==> src/rtl/txfo_pkg.sv <==
package txfo_pkg;
  typedef enum logic {
    MODE_DIRECT = 1'b0,
    MODE_OSC    = 1'b1
  } clk_mode_e;

  localparam int unsigned NUM_RATES = 5;
  localparam int unsigned STAT_W    = 2;
  localparam int unsigned ST_DIRECT = 0;
  localparam int unsigned ST_OSC    = 1;
endpackage

==> src/rtl/txfo_sync.sv <==
module txfo_sync #(
  parameter int unsigned STAGES = 2
) (
  input  logic clk,
  input  logic rst_n,
  input  logic async_in,
  output logic rise
);
  logic [STAGES-1:0] chain_q;
  logic              prev_q;

  generate
    for (genvar i = 0; i < STAGES; i++) begin : g_stage
      if (i == 0) begin : g_first
        always_ff @(posedge clk or negedge rst_n) begin
          if (!rst_n) chain_q[0] <= 1'b0;
          else        chain_q[0] <= async_in;
        end
      end else begin : g_next
        always_ff @(posedge clk or negedge rst_n) begin
          if (!rst_n) chain_q[i] <= 1'b0;
          else        chain_q[i] <= chain_q[i-1];
        end
      end
    end
  endgenerate

  always_ff @(posedge clk or negedge rst_n) begin
    if (!rst_n) prev_q <= 1'b0;
    else        prev_q <= chain_q[STAGES-1];
  end

  assign rise = chain_q[STAGES-1] & ~prev_q;
endmodule

==> src/rtl/txfo_loss_det.sv <==
module txfo_loss_det #(
  parameter int unsigned CNT_W = 16
) (
  input  logic             clk,
  input  logic             rst_n,
  input  logic             rise,
  input  logic [2:0]       rate_sel,
  input  logic [CNT_W-1:0] base_limit,
  output logic             los,
  output logic             present
);
  logic [CNT_W-1:0] shifted;
  logic [CNT_W-1:0] thresh;
  logic [CNT_W-1:0] gap_q, gap_d;
  logic [CNT_W-1:0] good_q, good_d;
  logic             los_q, los_d;

  always_comb begin
    if (rate_sel < 3'(txfo_pkg::NUM_RATES)) shifted = base_limit >> rate_sel;
    else                                     shifted = base_limit;
    thresh = (shifted == '0) ? CNT_W'(1) : shifted;
  end

  always_comb begin
    gap_d  = gap_q;
    good_d = good_q;
    if (rise)                gap_d = '0;
    else if (gap_q < thresh) gap_d = gap_q + 1'b1;
    los_d = !rise && (gap_d >= thresh);
    if (los_q)                good_d = '0;
    else if (good_q < thresh) good_d = good_q + 1'b1;
  end

  always_ff @(posedge clk or negedge rst_n) begin
    if (!rst_n) begin
      gap_q  <= '0;
      good_q <= '0;
      los_q  <= 1'b0;
    end else begin
      gap_q  <= gap_d;
      good_q <= good_d;
      los_q  <= los_d;
    end
  end

  assign los     = los_q;
  assign present = !los_q && (good_q >= thresh);
endmodule

==> src/rtl/txfo_sel_ctrl.sv <==
module txfo_sel_ctrl
  import txfo_pkg::*;
(
  input  logic              clk,
  input  logic              rst_n,
  input  logic              los,
  input  logic              present,
  input  logic              auto_en,
  input  logic              mode,
  input  logic              restore,
  input  logic [STAT_W-1:0] clr_stat,
  output logic              txclk_sel,
  output logic              ref_sel,
  output logic [STAT_W-1:0] status
);
  logic              tx_q, tx_d, ref_q, ref_d;
  logic [STAT_W-1:0] st_q, st_d;
  logic              sw_direct, sw_osc, do_restore;

  always_comb begin
    sw_direct  = los && auto_en && (mode == MODE_DIRECT) && !tx_q;
    sw_osc     = los && auto_en && (mode == MODE_OSC) && !ref_q;
    do_restore = restore && present;
    tx_d  = do_restore ? 1'b0 : (sw_direct ? 1'b1 : tx_q);
    ref_d = do_restore ? 1'b0 : (sw_osc ? 1'b1 : ref_q);
    st_d  = st_q & ~clr_stat;
    if (sw_direct) st_d[ST_DIRECT] = 1'b1;
    if (sw_osc)    st_d[ST_OSC]    = 1'b1;
  end

  always_ff @(posedge clk or negedge rst_n) begin
    if (!rst_n) begin
      tx_q  <= 1'b0;
      ref_q <= 1'b0;
      st_q  <= '0;
    end else begin
      tx_q  <= tx_d;
      ref_q <= ref_d;
      st_q  <= st_d;
    end
  end

  assign txclk_sel = tx_q;
  assign ref_sel   = ref_q;
  assign status    = st_q;
endmodule

==> src/rtl/txclk_failover.sv <==
module txclk_failover #(
  parameter int unsigned CNT_W       = 16,
  parameter int unsigned SYNC_STAGES = 2
) (
  input  logic             sys_clk,
  input  logic             rst_n,
  input  logic             ext_clk,
  input  logic             auto_en,
  input  logic             mode,
  input  logic [2:0]       rate_sel,
  input  logic [CNT_W-1:0] base_limit,
  input  logic [1:0]       mask,
  input  logic [1:0]       clr_stat,
  input  logic             restore,
  output logic             los,
  output logic             txclk_sel,
  output logic             ref_sel,
  output logic [1:0]       status,
  output logic             irq
);
  logic rise;
  logic present;

  txfo_sync #(.STAGES(SYNC_STAGES)) u_sync (
    .clk(sys_clk), .rst_n(rst_n), .async_in(ext_clk), .rise(rise)
  );

  txfo_loss_det #(.CNT_W(CNT_W)) u_det (
    .clk(sys_clk), .rst_n(rst_n), .rise(rise), .rate_sel(rate_sel),
    .base_limit(base_limit), .los(los), .present(present)
  );

  txfo_sel_ctrl u_ctrl (
    .clk(sys_clk), .rst_n(rst_n), .los(los), .present(present),
    .auto_en(auto_en), .mode(mode), .restore(restore), .clr_stat(clr_stat),
    .txclk_sel(txclk_sel), .ref_sel(ref_sel), .status(status)
  );

  assign irq = |(status & mask);
endmodule

==> config.mk <==
export PLATFORM = sky130hd
export DESIGN_NAME = txclk_failover
export DESIGN_NICKNAME = d
export VERILOG_FILES = /design/src/rtl/txfo_pkg.sv /design/src/rtl/txfo_sync.sv /design/src/rtl/txfo_loss_det.sv /design/src/rtl/txfo_sel_ctrl.sv /design/src/rtl/txclk_failover.sv
export SDC_FILE = /design/constraint.sdc
export NUM_CORES = 1
export LEC_CHECK = 0
export BUFFER_PORTS_ARGS = -buffer_cell sky130_fd_sc_hd__buf_2
export CORE_MARGIN = 2
export CORE_UTILIZATION = 45
export CTS_CLUSTER_DIAMETER = 30
export DETAILED_ROUTE_END_ITERATION = 8
export PLACE_DENSITY_LB_ADDON = 0.3
export SLEW_MARGIN = 20
export SYNTH_ARGS = -nofsm -noshare
export SYNTH_HDL_FRONTEND = slang
export SYNTH_SLANG_ARGS = --single-unit
==> constraint.sdc <==
create_clock -name sys_clk -period 4.5 [get_ports sys_clk]
set_input_delay 0.9 -clock sys_clk [delete_from_list [all_inputs] [get_ports sys_clk]]
set_output_delay 0.9 -clock sys_clk [all_outputs]
set_load 0.005 [all_outputs]
==> results.toml, run 1 <==
[global_route]
grtUsageMet1_pct = 34.5
grt_pass1_wl_mm = 18.9
top_usage_layer = "met2"
grt_max_degree = 41
use_met3_pct = 3.45
grt_usage_pct = 24.3
grt_antenna_before_repair = 0
grt_pass1_vias = 3674
overflow = 0
grt_use_met2_pct = 39.6

[setup_path]
arrival_ps = 4740
cp_max_fo = 7
critPathKind = "in2reg"
critPathLaunchType = "input pin"
cp.required_ps = 4680
critPathCaptureType = "flip-flop"

[placement]
place_hpwl_mm = 8.93
dp_slack_ps = -610
place_congestion = 0.936
portBuffers = 34
dp_cells = 653

[pwr]
p_per_area_mw_per_mm2 = 266
irDropWorstVdd_mv = 0.257
power.leakage_nw = 2.44
power_mw = 1.38

[outcome]
violations = "setup timing"
run_status = "complete, but fails checks"

[run]
cap_violations = 0

[timing]
hold_viol = 0
worst_slack_ps = -64.7
clock_skew_ps = 6.53
slew_viol_final = 0
final.setup.tns_ps = -64.7
relSlewSlack_pct = 27.7
fin_crit_ps = 4560
finalSetupViolations = 1
period_share_pct = 101
timing.fmax_ghz = 0.219
tightest_slew_ps = 1080
grt_setup_unrepaired = "true"

[die]
core-area_mm2 = 0.00859
rows = 34
start_util_pct = 45.8
dieArea_mm2 = 0.00951
die_x_um = 97.5
die_h_um = 97.5
io_pins = 35

[logic_synthesis]
syn_inst = 445
async_flop_share_pct = 100
avgSynthCellArea_um2 = 8.85
ys_seq_area_share_pct = 25.4
synth-main-ff-cell = "dfrtp_1"
ys_ff_latch = 40
ys_types = 67
syn_area_mm2 = 0.00394
ys_warn_count = 0
synth_edf_count = 0
syn_nets = 523

[hold_path]
min_path_type = "reg2reg"

[route]
dr.first_iter.drc_count = 225
drc = 0
drt_pass1_iterations = 4
wl_mm = 11.7
routedWlPerCell_um = 17.6
routed_via_density = 5.69
ant_nets = 0
num_vias = 3793

[layout]
layout_common_cells = "buf_4, nor2_1, ha_1"
multiInputGateArea_mm2 = 0.00297
drive_above_1_share_pct = 35.1
areaGrowthSynthToFinish_pct = 32.1
nets = 636
ff_latch_area_mm2 = 0.00100
final_common_cell = "buf_4"
fillCellCount = 741
n_antenna_cell = 0
fin_cells = 667

[clock_tree]
ctsRootBufferMaster = "clkbuf_8"
htree_levels = 2
cts_buffers = 5
clk_latency_ps = 300
clk_pin_slew_ps = 80
cts_buffer_depth = 2
cts_sinks = 40
cts_hold_buf = 0
cts_tree = "done"
-- logic make-up (layout without fill, tap and decap cells) --
logic type,count (synthesis),in the layout,synth area share [%]
buf+inv,32,146,4.32
flops,40,40,25.4
compound gates,97,97,16.8
fa+ha+maj,49,49,15.6
simple gates,172,172,23.5
mux,31,31,9.02
xor+xnor,24,24,5.34
-- registers in the layout, summed over array words and instances (netlist names) --
| name | count |
|---|---|
| u_sync.chain_q | 2 |
| u_sync.prev_q | 1 |
| u_det.good_q | 16 |
| u_det.los | 1 |
| u_ctrl.ref_sel | 1 |
| u_ctrl.status | 2 |
| u_det.gap_q | 16 |
| u_ctrl.txclk_sel | 1 |
-- where the power goes --
part | total [mW] | internal (mW) | switching, mW | leakage (nW)
sequential | 0.508 | 0.421 | 0.0872 | 0.530
combinational | 0.632 | 0.331 | 0.302 | 1.87
clock | 0.245 | 0.111 | 0.134 | 0.0424
-- cells in the mapped netlist, types with 3 or more instances --
| cell type | count | share of area (%) |
|---|---|---|
| o211ai_1 | 4 | 0.76 |
| inv_1 | 11 | 1.0 |
| mux2_2 | 11 | 3.1 |
| o21ai_0 | 19 | 2.4 |
| and3_1 | 5 | 0.79 |
| nand2b_1 | 5 | 0.79 |
| or4_1 | 4 | 0.76 |
| nor2_1 | 52 | 5.0 |
| nor4_2 | 3 | 0.95 |
| clkbuf_1 | 8 | 0.76 |
| buf_2 | 4 | 0.51 |
| nor4_1 | 6 | 0.95 |
| nand3_1 | 8 | 1.0 |
| and4_1 | 4 | 0.89 |
| xnor2_1 | 24 | 5.3 |
| nor4b_1 | 6 | 1.3 |
| nor3b_1 | 3 | 0.57 |
| mux2i_1 | 16 | 4.1 |
| dfrtp_1 | 40 | 25 |
| nand4_1 | 13 | 2.1 |
| ha_1 | 49 | 16 |
| a21oi_1 | 20 | 2.5 |
| o21a_1 | 6 | 1.1 |
| a22o_1 | 3 | 0.67 |
| a211oi_1 | 3 | 0.57 |
| or2_2 | 5 | 0.79 |
| buf_6 | 5 | 1.4 |
| a21o_1 | 9 | 1.7 |
| o31ai_1 | 4 | 0.76 |
| nand2_1 | 29 | 2.8 |
| nor3_1 | 8 | 1.0 |
| nor2b_1 | 11 | 1.7 |
-- metrics by stage --
step / util (%) / hold slack, ps / instance area (um2)
2_1_floorplan: - / 331 / 3950
3_3_place_gp: 55.7 / 335 / 4790
3_5_place_dp: 55.7 / 344 / 4790
4_1_cts: 58.2 / 363 / 5000
5_1_grt: 60.5 / 366 / 5200
6_report: 60.5 / 357 / 5200
-- routing by layer --
metal | part of all wire (%) | vias to the layer above
met5 | 0 | -
met4 | 1.5 | 0
met3 | 3.7 | 17
met2 | 47 | 48
met1 | 48 | 1838
li1 | - | 1890
-- worst max-delay path, stage by stage --
cell and delay, ps:
buf_8 120, buf_12 140, mux2_2 250, o22ai_1 100
or2_2 320, ha_1 300, o211ai_1 180, a21oi_1 90
or4_4 580, nor2_4 140, xnor2_2 90, or2_1 230
ha_1 270, nand2b_4 140, a21oi_2 100, nor2b_1 50
o21ai_1 130, a21o_1 140, a21oi_2 70, o31ai_2 280
a221oi_2 90
-- final timing paths --
path | start | cells past startpoint | slack (ps) | endpoint
setup / recovery | rate_sel[1] | 21 | -60 | u_det.los
hold / removal | u_sync.chain_q[0] | 0 | 360 | u_sync.chain_q[1]
setup reg to reg | u_det.gap_q[9] | 18 | 890 | u_det.los
hold reg to reg | u_sync.chain_q[0] | 0 | 360 | u_sync.chain_q[1]
max in group asynchronous | rst_n | 1 | 3170 | u_ctrl.ref_sel
min in group asynchronous | rst_n | 1 | 730 | u_sync.prev_q
-- final cells by class --
class | instances | share of cell area [%]
Timing Repair Buffer | 126 | 18.5
Clock inverter | 1 | 0.168
Inverter | 12 | 0.890
Sequential cell | 40 | 19.2
Multi-Input combinational cell | 373 | 57.1
Clock buffer | 7 | 1.47
Tap cell | 108 | 2.60
-- what timing repair did --
item,in CTS,in global routing
hold endpoints to repair,0,0
gates resized for setup,32,44
pin swaps,7,23
buffers inserted,2,4
endpoints found under the setup margin,1,1
(Power assumes the default switching activity.)
==> run 2, diff against run 1 <==
BUFFER_PORTS_ARGS = -buffer_cell sky130_fd_sc_hd__buf_4   (was -buffer_cell sky130_fd_sc_hd__buf_2)
SLEW_MARGIN = default   (was 20)
==> run 2 against run 1 <==
Net effect:
- the run still ends with setup timing left
- global-route usage increased by 0.39 points
- fmax increased by 0.32%
- final cell count increased by 1.0%
- flip-flop and latch count unchanged
- via count increased by 3.3%
- clock power increased by 22%
- count of clock-buffer cells in the layout decreased by 2
- sequential power decreased by 0.8%
- critical path type unchanged
- critical endpoint unchanged
==> results.toml, run 2 (synthesized netlist as in run 1, its figures left out) <==
[route]
ant_nets = 0
num_vias = 3918
drc = 0
dr.first_iter.drc_count = 311
drt_pass1_iterations = 7
routedWlPerCell_um = 17.3
routed_via_density = 5.81
wl_mm = 11.6

[timing]
period_share_pct = 101
clock_skew_ps = 9.75
worst_slack_ps = -50.2
hold_viol = 0
timing.fmax_ghz = 0.220
slew_viol_final = 0
finalSetupViolations = 1
fin_crit_ps = 4550
relSlewSlack_pct = 26.9
grt_setup_unrepaired = "true"
tightest_slew_ps = 1090

[global_route]
grt_max_degree = 41
overflow = 0
grt_pass1_wl_mm = 19.4
grt_antenna_before_repair = 0
grt_usage_pct = 24.7
grt_pass1_vias = 3806

[placement]
place_area_mm2 = 0.00487
dp_slack_ps = -703
place_hpwl_mm = 8.93
place_congestion = 0.903
portBuffers = 34

[setup_path]
r2r_slack_ps = 880
cp.required_ps = 4670
critPathLaunchType = "input pin"
path_delay_family = "compound AO/OA/AOI/OAI gates"
slowest_stage = "or4_4"
path_buf_inv = 1
critPathCaptureType = "flip-flop"
critPathKind = "in2reg"
cpPeakStageDelay_ps = 580
path_cells = "buf_12, mux2_4, nor2_2, a21oi_2, o21ai_2, ha_4, a21oi_2, nor2b_1, o21ai_0, a21boi_0, or4_4, nor2_4, xnor2_2, or2_1, ha_1, nand2b_4, a21oi_2, nor2b_1, o21ai_1, a21o_1, a21oi_2, o31ai_2, a221oi_2"
arrival_ps = 4720
crit_path_frequent_cell = "a21oi_2"
cp_max_fo = 9

[pwr]
p_per_area_mw_per_mm2 = 274
power.leakage_nw = 2.51
irDropWorstVdd_mv = 0.243
power_mw = 1.46

[hold_path]
min_path_type = "reg2reg"

[outcome]
run_status = "complete, but fails checks"
violations = "setup timing"

[die]
die_x_um = 97.5
die_h_um = 97.5
core-area_mm2 = 0.00859
dieArea_mm2 = 0.00951
io_pins = 35
rows = 34
start_util_pct = 45.8

[layout]
layout_common_cells = "buf_4, nor2_1, ha_1"
reg_top3 = "u_det.gap_q (16), u_det.good_q (16)"
final_common_cell = "buf_4"
areaGrowthSynthToFinish_pct = 35.1
fillCellCount = 713
drive_above_1_share_pct = 36.0
nets = 643
fin_area_mm2 = 0.00532
n_antenna_cell = 0

[clock_tree]
htree_levels = 2
ctsRootBufferMaster = "clkbuf_8"
clk_latency_ps = 290
clk_pin_slew_ps = 80
cts_sinks = 40
cts_hold_buf = 0
cts_tree = "done"
cts_buffers = 5
cts_buffer_depth = 2

[run]
cap_violations = 0
run 2: changes by cell type in the layout (fill, tap and decap cells not counted), moves of 2 or more:
| cell | delta |
|---|---|
| buf_4 | +36 |
| buf_8 | -3 |
| buf_6 | +4 |
| clkbuf_1 | -2 |
| a21oi_2 | +2 |
| buf_2 | -29 |
| nor2b_1 | +3 |
| a21oi_1 | -2 |
| nor2b_2 | -2 |
run 2: what timing repair did:
action,CTS,global route
gates resized for setup,40,21
endpoints found under the setup margin,1,2
buffers inserted,7,7
pin swaps,17,16
run 2: where the power goes:
part / internal [mW] / total, mW / switching [mW]
Combinational: 0.346 / 0.655 / 0.309
Clock: 0.164 / 0.299 / 0.135
Sequential: 0.421 / 0.504 / 0.0833
Total: 0.931 / 1.46 / 0.527
run 2: layout make-up:
cell class / instances / area, um2 / area share (%)
inverter: 12 / 45.0 / 0.847
sequential: 40 / 1000 / 18.8
timing repair buffer: 133 / 1070 / 20.1
clock buffer: 5 / 68.8 / 1.29
multi-input combinational: 373 / 2960 / 55.6
tap: 108 / 135 / 2.54
clock inverter: 3 / 42.5 / 0.800
run 2: final timing paths:
path / endpoint / cells past startpoint / start
max reg2reg: u_det.los / 18 / u_det.gap_q[10]
max: u_det.los / 23 / rate_sel[1]
min reg2reg: u_sync.chain_q[1] / 0 / u_sync.chain_q[0]
min in group asynchronous: u_det.gap_q[15] / 1 / rst_n
max in group asynchronous: u_det.gap_q[0] / 1 / rst_n
min: u_sync.chain_q[1] / 0 / u_sync.chain_q[0]
run 2: worst register-to-register path: cells and delay by family, from the launching register on:
kind / cells / cell delay [ps]
XOR/XNOR: 1 / 90
adder cells (fa/ha/maj): 2 / 630
AND/OR/NAND/NOR: 5 / 1130
flip-flops: 1 / 420
AO/OA/AOI/OAI: 10 / 1240
run 2: through the flow:
stage / std cells / hold WS (ps) / TNS [ps] / util, %
3_3_place_gp: 652 / 342 / -610 / 56.6
2_1_floorplan: 445 / 331 / -265 / -
5_1_grt: 674 / 372 / -208 / 61.9
3_5_place_dp: 652 / 336 / -714 / 56.6
6_report: 674 / 350 / -50.2 / 61.9
4_1_cts: 667 / 354 / -35.6 / 60.2
run 2: routing by layer:
metal	share of wire [%]	wire, um	global-route usage [%]
met5	0	0	0
met4	0.72	84	3.21
met3	5.5	640	3.45
met2	47	5460	38.7
met1	47	5450	37.1
